==> src/rtl/rtg_quad.sv <==
module rtg_quad #(
  parameter int SYNC_N = 2
) (
  input  logic       clk,
  input  logic       rst_n,
  input  logic       wr_en,
  input  logic [3:0] addr,
  input  logic [7:0] wr_data,
  output logic [7:0] rd_data,
  input  logic       sub_clk,
  input  logic       main_clk_in,
  input  logic       aux_uf,
  output logic [3:0] uf,
  output logic [2:0] tout,
  output logic [2:0] pin_en
);
  localparam int NT = 4;

  logic [7:0] div_r, src_r, run_r, out_r;
  logic [7:0] pc;
  logic [7:0] cnt [NT];
  logic [7:0] lat [NT];
  logic       ufq [NT];
  logic       o   [1:NT-1];
  logic [NT-1:0] pre, tick;
  logic [SYNC_N:0] ss, ms;
  logic sub_e, main_e, s1, s2;

  function automatic logic tap(input logic [1:0] c, input logic [7:0] p);
    case (c)
      2'b00:   tap = (p[3:0] == 4'hF);
      2'b01:   tap = 1'b1;
      2'b10:   tap = p[0];
      default: tap = &p;
    endcase
  endfunction

  always_ff @(posedge clk) begin
    if (!rst_n) begin
      ss <= '0;
      ms <= '0;
      pc <= '0;
    end else begin
      ss <= {ss[SYNC_N-1:0], sub_clk};
      ms <= {ms[SYNC_N-1:0], main_clk_in};
      pc <= pc + 8'd1;
    end
  end

  assign sub_e  = ss[SYNC_N-1] & ~ss[SYNC_N];
  assign main_e = ms[SYNC_N-1] & ~ms[SYNC_N];

  always_ff @(posedge clk) begin
    if (!rst_n) begin
      div_r <= '0;
      src_r <= '0;
      run_r <= 8'h0F;
      out_r <= '0;
    end else if (wr_en) begin
      case (addr)
        4'd4: div_r <= wr_data;
        4'd5: src_r <= wr_data & 8'h7F;
        4'd6: run_r <= wr_data & 8'h7F;
        4'd7: out_r <= wr_data;
        default: ;
      endcase
    end
  end

  for (genvar i = 0; i < NT; i++) begin : g_pre
    assign pre[i] = tap(div_r[2*i +: 2], pc);
  end

  always_comb begin
    case (src_r[1:0])
      2'b00:   s1 = pre[0];
      2'b01:   s1 = sub_e;
      2'b10:   s1 = aux_uf;
      default: s1 = 1'b0;
    endcase
    case (src_r[3:2])
      2'b00:   s2 = ufq[0];
      2'b01:   s2 = sub_e;
      2'b10:   s2 = pre[1];
      default: s2 = 1'b0;
    endcase
  end

  assign tick[0] = s1 & ~run_r[0];
  assign tick[1] = s2 & ~run_r[1];
  assign tick[2] = (src_r[4] ? ufq[1] : pre[2]) & ~run_r[2];
  assign tick[3] = (src_r[6:5] == 2'b00 ? pre[3] :
                    src_r[6:5] == 2'b01 ? ufq[2] :
                    src_r[6:5] == 2'b10 ? ufq[1] : main_e) & ~run_r[3];

  for (genvar i = 0; i < NT; i++) begin : g_tmr
    logic wsel, wlo, go, hit, ph, pwm;
    assign wsel = wr_en && (addr == 4'(i));
    assign wlo  = (i == 0) ? 1'b0 : run_r[3+i];
    assign pwm  = (i >= 2) ? out_r[i+1] : 1'b0;
    assign go   = tick[i] && !(wsel && !wlo);
    assign hit  = go && (cnt[i] == 8'd0);

    always_ff @(posedge clk) begin
      if (!rst_n) begin
        cnt[i] <= 8'hFF;
        lat[i] <= 8'hFF;
        ufq[i] <= 1'b0;
      end else begin
        ufq[i] <= hit;
        if (wsel) begin
          lat[i] <= wr_data;
          if (!wlo) cnt[i] <= wr_data;
        end
        if (hit)
          cnt[i] <= (pwm && !ph) ? ~lat[i] : lat[i];
        else if (go)
          cnt[i] <= cnt[i] - 8'd1;
      end
    end

    if (i > 0) begin : g_out
      assign ph = o[i] ^ out_r[i-1];
      always_ff @(posedge clk) begin
        if (!rst_n)         o[i] <= 1'b0;
        else if (run_r[i])  o[i] <= out_r[i-1];
        else if (hit)       o[i] <= ~o[i];
      end
    end else begin : g_noout
      assign ph = 1'b0;
    end
  end

  assign uf     = {ufq[3], ufq[2], ufq[1], ufq[0]};
  assign tout   = {o[3], o[2], o[1]};
  assign pin_en = out_r[7:5];

  always_comb begin
    case (addr)
      4'd0:    rd_data = cnt[0];
      4'd1:    rd_data = cnt[1];
      4'd2:    rd_data = cnt[2];
      4'd3:    rd_data = cnt[3];
      4'd4:    rd_data = div_r;
      4'd5:    rd_data = src_r;
      4'd6:    rd_data = run_r;
      4'd7:    rd_data = out_r;
      default: rd_data = 8'h00;
    endcase
  end
endmodule


==> config.mk <==
export PLATFORM = sky130hd
export DESIGN_NAME = rtg_quad
export DESIGN_NICKNAME = d
export VERILOG_FILES = /design/src/rtl/rtg_quad.sv
export SDC_FILE = /design/constraint.sdc
export NUM_CORES = 1
export LEC_CHECK = 0
export ABC_AREA = 1
export BUFFER_PORTS_ARGS = -buffer_cell sky130_fd_sc_hd__clkbuf_2
export CORE_UTILIZATION = 45
export CTS_BUF_LIST = sky130_fd_sc_hd__clkbuf_16
export DETAILED_ROUTE_END_ITERATION = 10
export MAX_ROUTING_LAYER = met4
export SYNTH_ARGS = -nofsm -noshare
export SYNTH_HDL_FRONTEND = slang
export SYNTH_SLANG_ARGS = --single-unit
==> constraint.sdc <==
create_clock -name clk -period 3.7 [get_ports clk]
set_clock_uncertainty 0.05 [all_clocks]
set_input_delay 0.37 -clock clk [delete_from_list [all_inputs] [get_ports clk]]
set_output_delay 0.37 -clock clk [all_outputs]
set_load 0.02 [all_outputs]
==> impl_metrics.json, run 1 <==
{
  "status": "finished clean",
  "syn-instance-count": 817,
  "path_cells": "ha_1, nand2_2, inv_1, nand2_1, o21ai_2, nand2_2, a21boi_4, nand2_1, nand2_1",
  "wl_per_cell_um": 18.2,
  "clock_sinks": 115,
  "holdBufCountCts": 0,
  "yosysUniqueCellTypes": 39,
  "fin_crit_ns": 2.48,
  "crit_fanout": 16,
  "crit_family": "simple AND/OR/NAND/NOR gates",
  "wl_met1_um": 8000,
  "post-route-period-util": 0.669,
  "grtUsageTotal": 0.281,
  "synth_top_area_frac": 0.310,
  "worst_slack_ns": 1.22,
  "h-tree-depth": 4,
  "hold_path_depth": 3,
  "seqPwrFrac": 0.417,
  "grt_pass1_wl_um": 29900,
  "tightest_slew_ns": 0.949,
  "cts_resized": 0,
  "met3WireLength_um": 1180,
  "die_area_um2": 14900,
  "nets": 866,
  "endpoint_kind": "register",
  "slew_headroom": 0.367,
  "pwr-share-comb": 0.064,
  "vias_per_cell": 5.50,
  "synth_area_leaders": "edfxtp_1 31%, dfxtp_1 15%, nand2_1 11%",
  "numCtsBuffers": 17,
  "syn_nets": 840,
  "firstDrtPassIters": 7,
  "ys_seq_elements": 115,
  "routabilityCongestion": 0.941,
  "start_kind": "register",
  "setup_tns_ns": 0,
  "num_vias": 5694,
  "power.total_mw": 3.38,
  "post_cts_buffers": 0,
  "leakage_nw": 3.13,
  "cts_tree": "yes",
  "path_buf_inv": 1,
  "dp_slack_ns": 1.25,
  "clk_pin_slew_ns": 0.06,
  "clock_tree.buffer_depth": 2,
  "synth_flop_cell": "edfxtp_1",
  "cpMostUsedCell": "nand2_1",
  "crit_type": "register to register",
  "p_sw_frac": 0.232,
  "min_to": "ss[0]$_SDFF_PN0_",
  "synth.most_common_cell": "nand2_1",
  "cts-root-buf": "clkbuf_16",
  "hp-class": "input port to register",
  "routed.top_layer": "met4",
  "diodes": 0,
  "hp-start": "sub_clk",
  "yosysWarningCount": 0,
  "die_h_um": 122,
  "final_util": 0.526,
  "antenna_found_initial": 0,
  "num_rows": 43,
  "synth-edff-count": 67,
  "met2_length_um": 9100,
  "clock_latency_ns": 0.43,
  "ant_nets": 0,
  "core-area_um2": 14000,
  "ff2ff_setup_slack_ns": 1.22,
  "p_clk_frac": 0.519,
  "async_flop_share": 0,
  "ys_seq_area_frac": 0.458,
  "area_growth_pct": 13.3,
  "yosysTopAreaCell": "edfxtp_1",
  "drc": 0,
  "r2r-start": "pc[0]$_SDFF_PN0_",
  "crit_path_top_delay_cell": "dfxtp_1",
  "worstPathArrival_ns": 2.52,
  "vdd.ir_drop.worst_mv": 0.309,
  "layout-drive-gt1-share": 0.125,
  "p_int_mw": 2.59,
  "n_fill_cell": 1368,
  "port_buffers": 35,
  "required_ns": 3.74,
  "finalSetupViolCount": 0,
  "grt_max_degree": 40,
  "netlist_top_cells_count": "189 x nand2_1, 115 x inv_1, 67 x edfxtp_1, 60 x nand3_1, 52 x nor2_1",
  "fmax_ghz": 0.404,
  "powerDensity_nw_per_um2": 458,
  "switchingPower_mw": 0.785,
  "slew_viol_final": 0,
  "grt_pass1_vias": 5494,
  "die_width_um": 122,
  "max_stage_delay_ns": 0.46,
  "hold_violations": 0,
  "syn-cell-area_um2": 6500,
  "hpwl_um": 13900,
  "reg2regPathDepth": 9,
  "drt_first_iter_violations": 507,
  "cap_violations": 0,
  "initial_core_util": 0.464,
  "rsz0062_at_grt": "false",
  "ios": 36,
  "syn_avg_cell_area_um2": 7.95,
  "worst_r2r_endpoint": "cnt[0][7]$_DFFE_PP_",
  "drt-total-wl_um": 18900,
  "grt-ovfl-total": 0,
  "whs_ns": 0.0788
}
==> final cells by class <==
cell class | instances | area [um^2] | share of cell area
clock inverter | 11 | 113 | 0.0153
clock buffer | 21 | 526 | 0.0714
timing repair buffer | 37 | 190 | 0.0258
sequential | 115 | 2970 | 0.404
tap | 180 | 225 | 0.0306
inverter | 126 | 473 | 0.0642
multi-input combinational | 546 | 2870 | 0.389
==> worst register-to-register path, stage by stage (launching register included) <==
cell and delay, ns:
dfxtp_1 0.46, ha_1 0.26, nand2_2 0.10, inv_1 0.08
nand2_1 0.09, o21ai_2 0.14, nand2_2 0.11, a21boi_4 0.40
nand2_1 0.14, nand2_1 0.31
==> through the flow <==
step	cells	instance area [um^2]
5_1_grt	1036	7360
3_5_place_dp	1004	6730
2_1_floorplan	817	6500
3_3_place_gp	1004	6730
6_report	1036	7360
4_1_cts	1036	7360
==> logic make-up after synthesis <==
| group | Yosys count | synth area share |
|---|---|---|
| AND/OR/NAND/NOR | 375 | 0.264 |
| buffers and inverters | 156 | 0.101 |
| AO/OA/AOI/OAI | 128 | 0.117 |
| flip-flops | 115 | 0.458 |
| XOR/XNOR | 38 | 0.0512 |
| adder cells (fa/ha/maj) | 5 | 0.00963 |
==> per-layer routing <==
layer,up-vias,track usage
met3,40,0.0576
met2,228,0.445
met1,2642,0.344
met5,-,-
met4,0,0.128
li1,2784,-
==> power groups by stage <==
| stage | clock, mW | sequential, mW | combinational, mW |
|---|---|---|---|
| finish | 1.75 | 1.41 | 0.216 |
| global route | 1.82 | 1.41 | 0.236 |
| CTS | 1.77 | 1.41 | 0.215 |
| detailed placement | 0 | 1.43 | 0.214 |
| global placement | 0 | 1.43 | 0.211 |
| floorplan | 0 | 1.43 | 0.139 |
==> cell usage in the layout (no fill, tap or decap), drive strengths merged, types with 6 or more instances in the layout <==
cell type  netlist  final
nor2            61     61
inv            126    130
clkbuf           8     56
edfxtp          67     67
nand3           64     64
o211ai          10     10
nand4           42     42
a21oi           52     52
xor2            29     29
dfxtp           48     48
o21ai           37     37
o22ai           16     16
nand2          200    200
xnor2            9      9
nor3             6      6
==> how the worst max path moves through the flow <==
stage                      from                   to  slack [ns]  cells past startpoint
6_report       pc[0]$_SDFF_PN0_  cnt[0][7]$_DFFE_PP_        1.22                      9
5_1_grt        pc[0]$_SDFF_PN0_  cnt[0][5]$_DFFE_PP_        1.02                      9
4_1_cts        pc[0]$_SDFF_PN0_  cnt[0][4]$_DFFE_PP_        1.22                      9
3_5_place_dp   pc[0]$_SDFF_PN0_  cnt[0][4]$_DFFE_PP_        1.25                      9
3_3_place_gp   pc[0]$_SDFF_PN0_  cnt[0][0]$_DFFE_PP_        1.32                      9
2_1_floorplan  pc[0]$_SDFF_PN0_  cnt[1][0]$_DFFE_PP_        1.69                      9
==> flip-flops by register name, summed over array words and instances, names as in the netlist, 4 cells and up <==
register and count:
cnt 32, ufq 4, src_r 7, div_r 8
lat 32, run_r 7, pc 8, out_r 8
(Power assumes the default switching activity.)
==> run 2: changes to the inputs <==
--- a/config.mk
+++ b/config.mk
@@ -5,7 +5,7 @@
 export SDC_FILE = /design/constraint.sdc
 export NUM_CORES = 1
 export LEC_CHECK = 0
-export ABC_AREA = 1
+export ABC_AREA = 0
 export BUFFER_PORTS_ARGS = -buffer_cell sky130_fd_sc_hd__clkbuf_2
 export CORE_UTILIZATION = 45
 export CTS_BUF_LIST = sky130_fd_sc_hd__clkbuf_16
==> constraint.sdc (replaced) <==
create_clock -name clk -period 2.4 [get_ports clk]
set_clock_uncertainty 0.05 [all_clocks]
set_input_delay 0.24 -clock clk [delete_from_list [all_inputs] [get_ports clk]]
set_output_delay 0.24 -clock clk [all_outputs]
set_load 0.02 [all_outputs]
==> impl_metrics.json, run 2 <==
{
  "pwr-share-comb": 0.064,
  "ys_seq_area_frac": 0.469,
  "synth_flop_cell": "edfxtp_1",
  "crit_type": "register to register",
  "crit_fanout": 10,
  "seqPwrFrac": 0.441,
  "nets": 696,
  "drt-total-wl_um": 17700,
  "p_clk_frac": 0.495,
  "port_buffers": 35,
  "finalSetupViolCount": 0,
  "grt-ovfl-total": 0,
  "reg2regPathDepth": 6,
  "setup_tns_ns": 0,
  "syn_avg_cell_area_um2": 9.91,
  "die_h_um": 121,
  "netlist_top_cells_count": "67 x edfxtp_1, 55 x nand2_1, 48 x dfxtp_1, 42 x nor2_1, 40 x nand3_1",
  "diodes": 0,
  "drt_first_iter_violations": 498,
  "firstDrtPassIters": 5,
  "syn-cell-area_um2": 6330,
  "die_width_um": 121,
  "wl_per_cell_um": 20.5,
  "cts-root-buf": "clkbuf_16",
  "hp-start": "wr_data[7]",
  "powerDensity_nw_per_um2": 675,
  "fmax_ghz": 0.438,
  "grt_max_degree": 42,
  "grt_pass1_wl_um": 27800,
  "syn_nets": 662,
  "post-route-period-util": 0.952,
  "async_flop_share": 0,
  "final_common_cell": "edfxtp_1",
  "whs_ns": 0.230,
  "endpoint_kind": "register",
  "fin_crit_ns": 2.29,
  "clock_tree.buffer_depth": 2,
  "hold_violations": 0,
  "die_area_um2": 14600,
  "required_ns": 2.52,
  "cp-endpoint": "cnt[1][6]$_DFFE_PP_",
  "num_vias": 5073,
  "numCtsBuffers": 17,
  "grt_pass1_vias": 4899,
  "clock_latency_ns": 0.42,
  "ys_seq_elements": 115,
  "clock_sinks": 115,
  "rsz0062_at_grt": "false",
  "ff2ff_setup_slack_ns": 0.11,
  "status": "finished clean",
  "cts_tree": "yes",
  "core-area_um2": 13500,
  "grtUsageTotal": 0.267,
  "worstPathArrival_ns": 2.40,
  "vdd.ir_drop.worst_mv": 0.459,
  "vias_per_cell": 5.89,
  "ios": 36,
  "yosysUniqueCellTypes": 67,
  "mostFrequentLayoutCells": "67 x edfxtp_1, 55 x nand2_1, 48 x dfxtp_1, 42 x nor2_1, 40 x nand3_1",
  "area_growth_pct": 15.1,
  "critPathLaunch": "pc[0]$_SDFF_PN0_",
  "hp-class": "input port to register",
  "switchingPower_mw": 1.17,
  "clk_pin_slew_ns": 0.06,
  "synth_top_area_frac": 0.318,
  "num_rows": 42,
  "synth-edff-count": 67,
  "r2r-start": "pc[0]$_SDFF_PN0_",
  "synth.most_common_cell": "edfxtp_1",
  "hpwl_um": 12400,
  "slew_headroom": 0.640,
  "yosysWarningCount": 0,
  "start_kind": "register",
  "top_regs": "cnt x32, lat x32",
  "cap_violations": 0,
  "yosysTopAreaCell": "edfxtp_1",
  "h-tree-depth": 4,
  "drc": 0,
  "routabilityCongestion": 0.862,
  "leakage_nw": 2.44,
  "layout-drive-gt1-share": 0.172,
  "initial_core_util": 0.469,
  "slew_viol_final": 0,
  "synth_area_leaders": "edfxtp_1 32%, dfxtp_1 15%, xnor2_1 3.6%",
  "worst_r2r_endpoint": "cnt[1][6]$_DFFE_PP_",
  "syn-instance-count": 639,
  "tightest_slew_ns": 0.538,
  "p_int_mw": 3.75,
  "post_cts_buffers": 0,
  "p_sw_frac": 0.238,
  "antenna_found_initial": 0,
  "ant_nets": 0
}
[run 2: cell types whose count changed in the layout (fill, tap and decap cells not counted), sizes merged, moves of 22 or more]
cell,change
nand3,-23
buf,+22
a21boi,+25
a21oi,-33
nand2,-145
inv,-108
nand4,-41
nand2b,+31
[run 2: final cells by class]
cell class / instances / area [um^2]
inverters: 21 / 78.8
clock buffers: 17 / 425
flip-flops and latches: 115 / 2970
well taps: 176 / 220
multi-input cells: 457 / 3080
repair buffers: 61 / 375
clock inverters: 15 / 141
fillers: 1201 / 6210
[run 2: metrics by stage]
step | total power [mW] | utilization | cell area (um^2) | std cells | worst slack [ns]
floorplan | 2.40 | - | 6330 | 639 | 0.164
global placement | 2.52 | 0.495 | 6690 | 828 | 0.193
detailed placement | 2.52 | 0.495 | 6690 | 828 | 0.144
CTS | 4.96 | 0.539 | 7280 | 862 | 0.112
global route | 5.07 | 0.540 | 7290 | 862 | 0.00163
finish | 4.92 | 0.540 | 7290 | 862 | 0.114
[run 2: worst min path at each step]
stage | end | slack (ns) | depth (start not counted)
2_1_floorplan | ms[0]$_SDFF_PN0_ | 0.32 | 1
3_3_place_gp | ss[1]$_SDFF_PN0_ | 0.36 | 1
3_5_place_dp | ms[1]$_SDFF_PN0_ | 0.37 | 1
4_1_cts | out_r[7]$_SDFFE_PN0P_ | 0.22 | 3
5_1_grt | out_r[7]$_SDFFE_PN0P_ | 0.25 | 3
6_report | out_r[7]$_SDFFE_PN0P_ | 0.23 | 3
[run 2: worst max-delay path, cell delays in order, from the launching register on]
cell	delay, ns
dfxtp_1	0.33
ha_1	0.27
nand3_1	0.19
o2111ai_2	0.22
o211ai_2	0.17
or2_1	0.39
o32a_1	0.39
[run 2: timing repair]
item	in CTS	in global routing
setup endpoints to repair	0	7
gates resized for setup	0	4
hold buffers	2	0
endpoints found under the hold margin	2	0
[run 2: layer usage]
metal | wire (um) | global-route usage
met1 | 7840 | 0.347
met2 | 8260 | 0.409
met5 | 0 | -
met4 | 386 | 0.0903
met3 | 1170 | 0.0632
[run 2: power by group through the flow]
stage                     combinational [mW]  sequential [mW]  clock (mW)
final                                  0.317             2.17        2.44
after global routing                   0.338             2.18        2.55
after CTS                              0.315             2.17        2.47
after detailed placement               0.311             2.21           0
after global placement                 0.308             2.21           0
after floorplan                        0.199             2.20           0
[run 2: cells by family after synthesis]
| family | Yosys count | share of synthesized area |
|---|---|---|
| xor+xnor | 40 | 0.0553 |
| mux | 17 | 0.0277 |
| simple gates | 251 | 0.221 |
| buf+inv | 67 | 0.0480 |
| compound gates | 144 | 0.169 |
| fa+ha+maj | 5 | 0.00988 |
| flops | 115 | 0.469 |
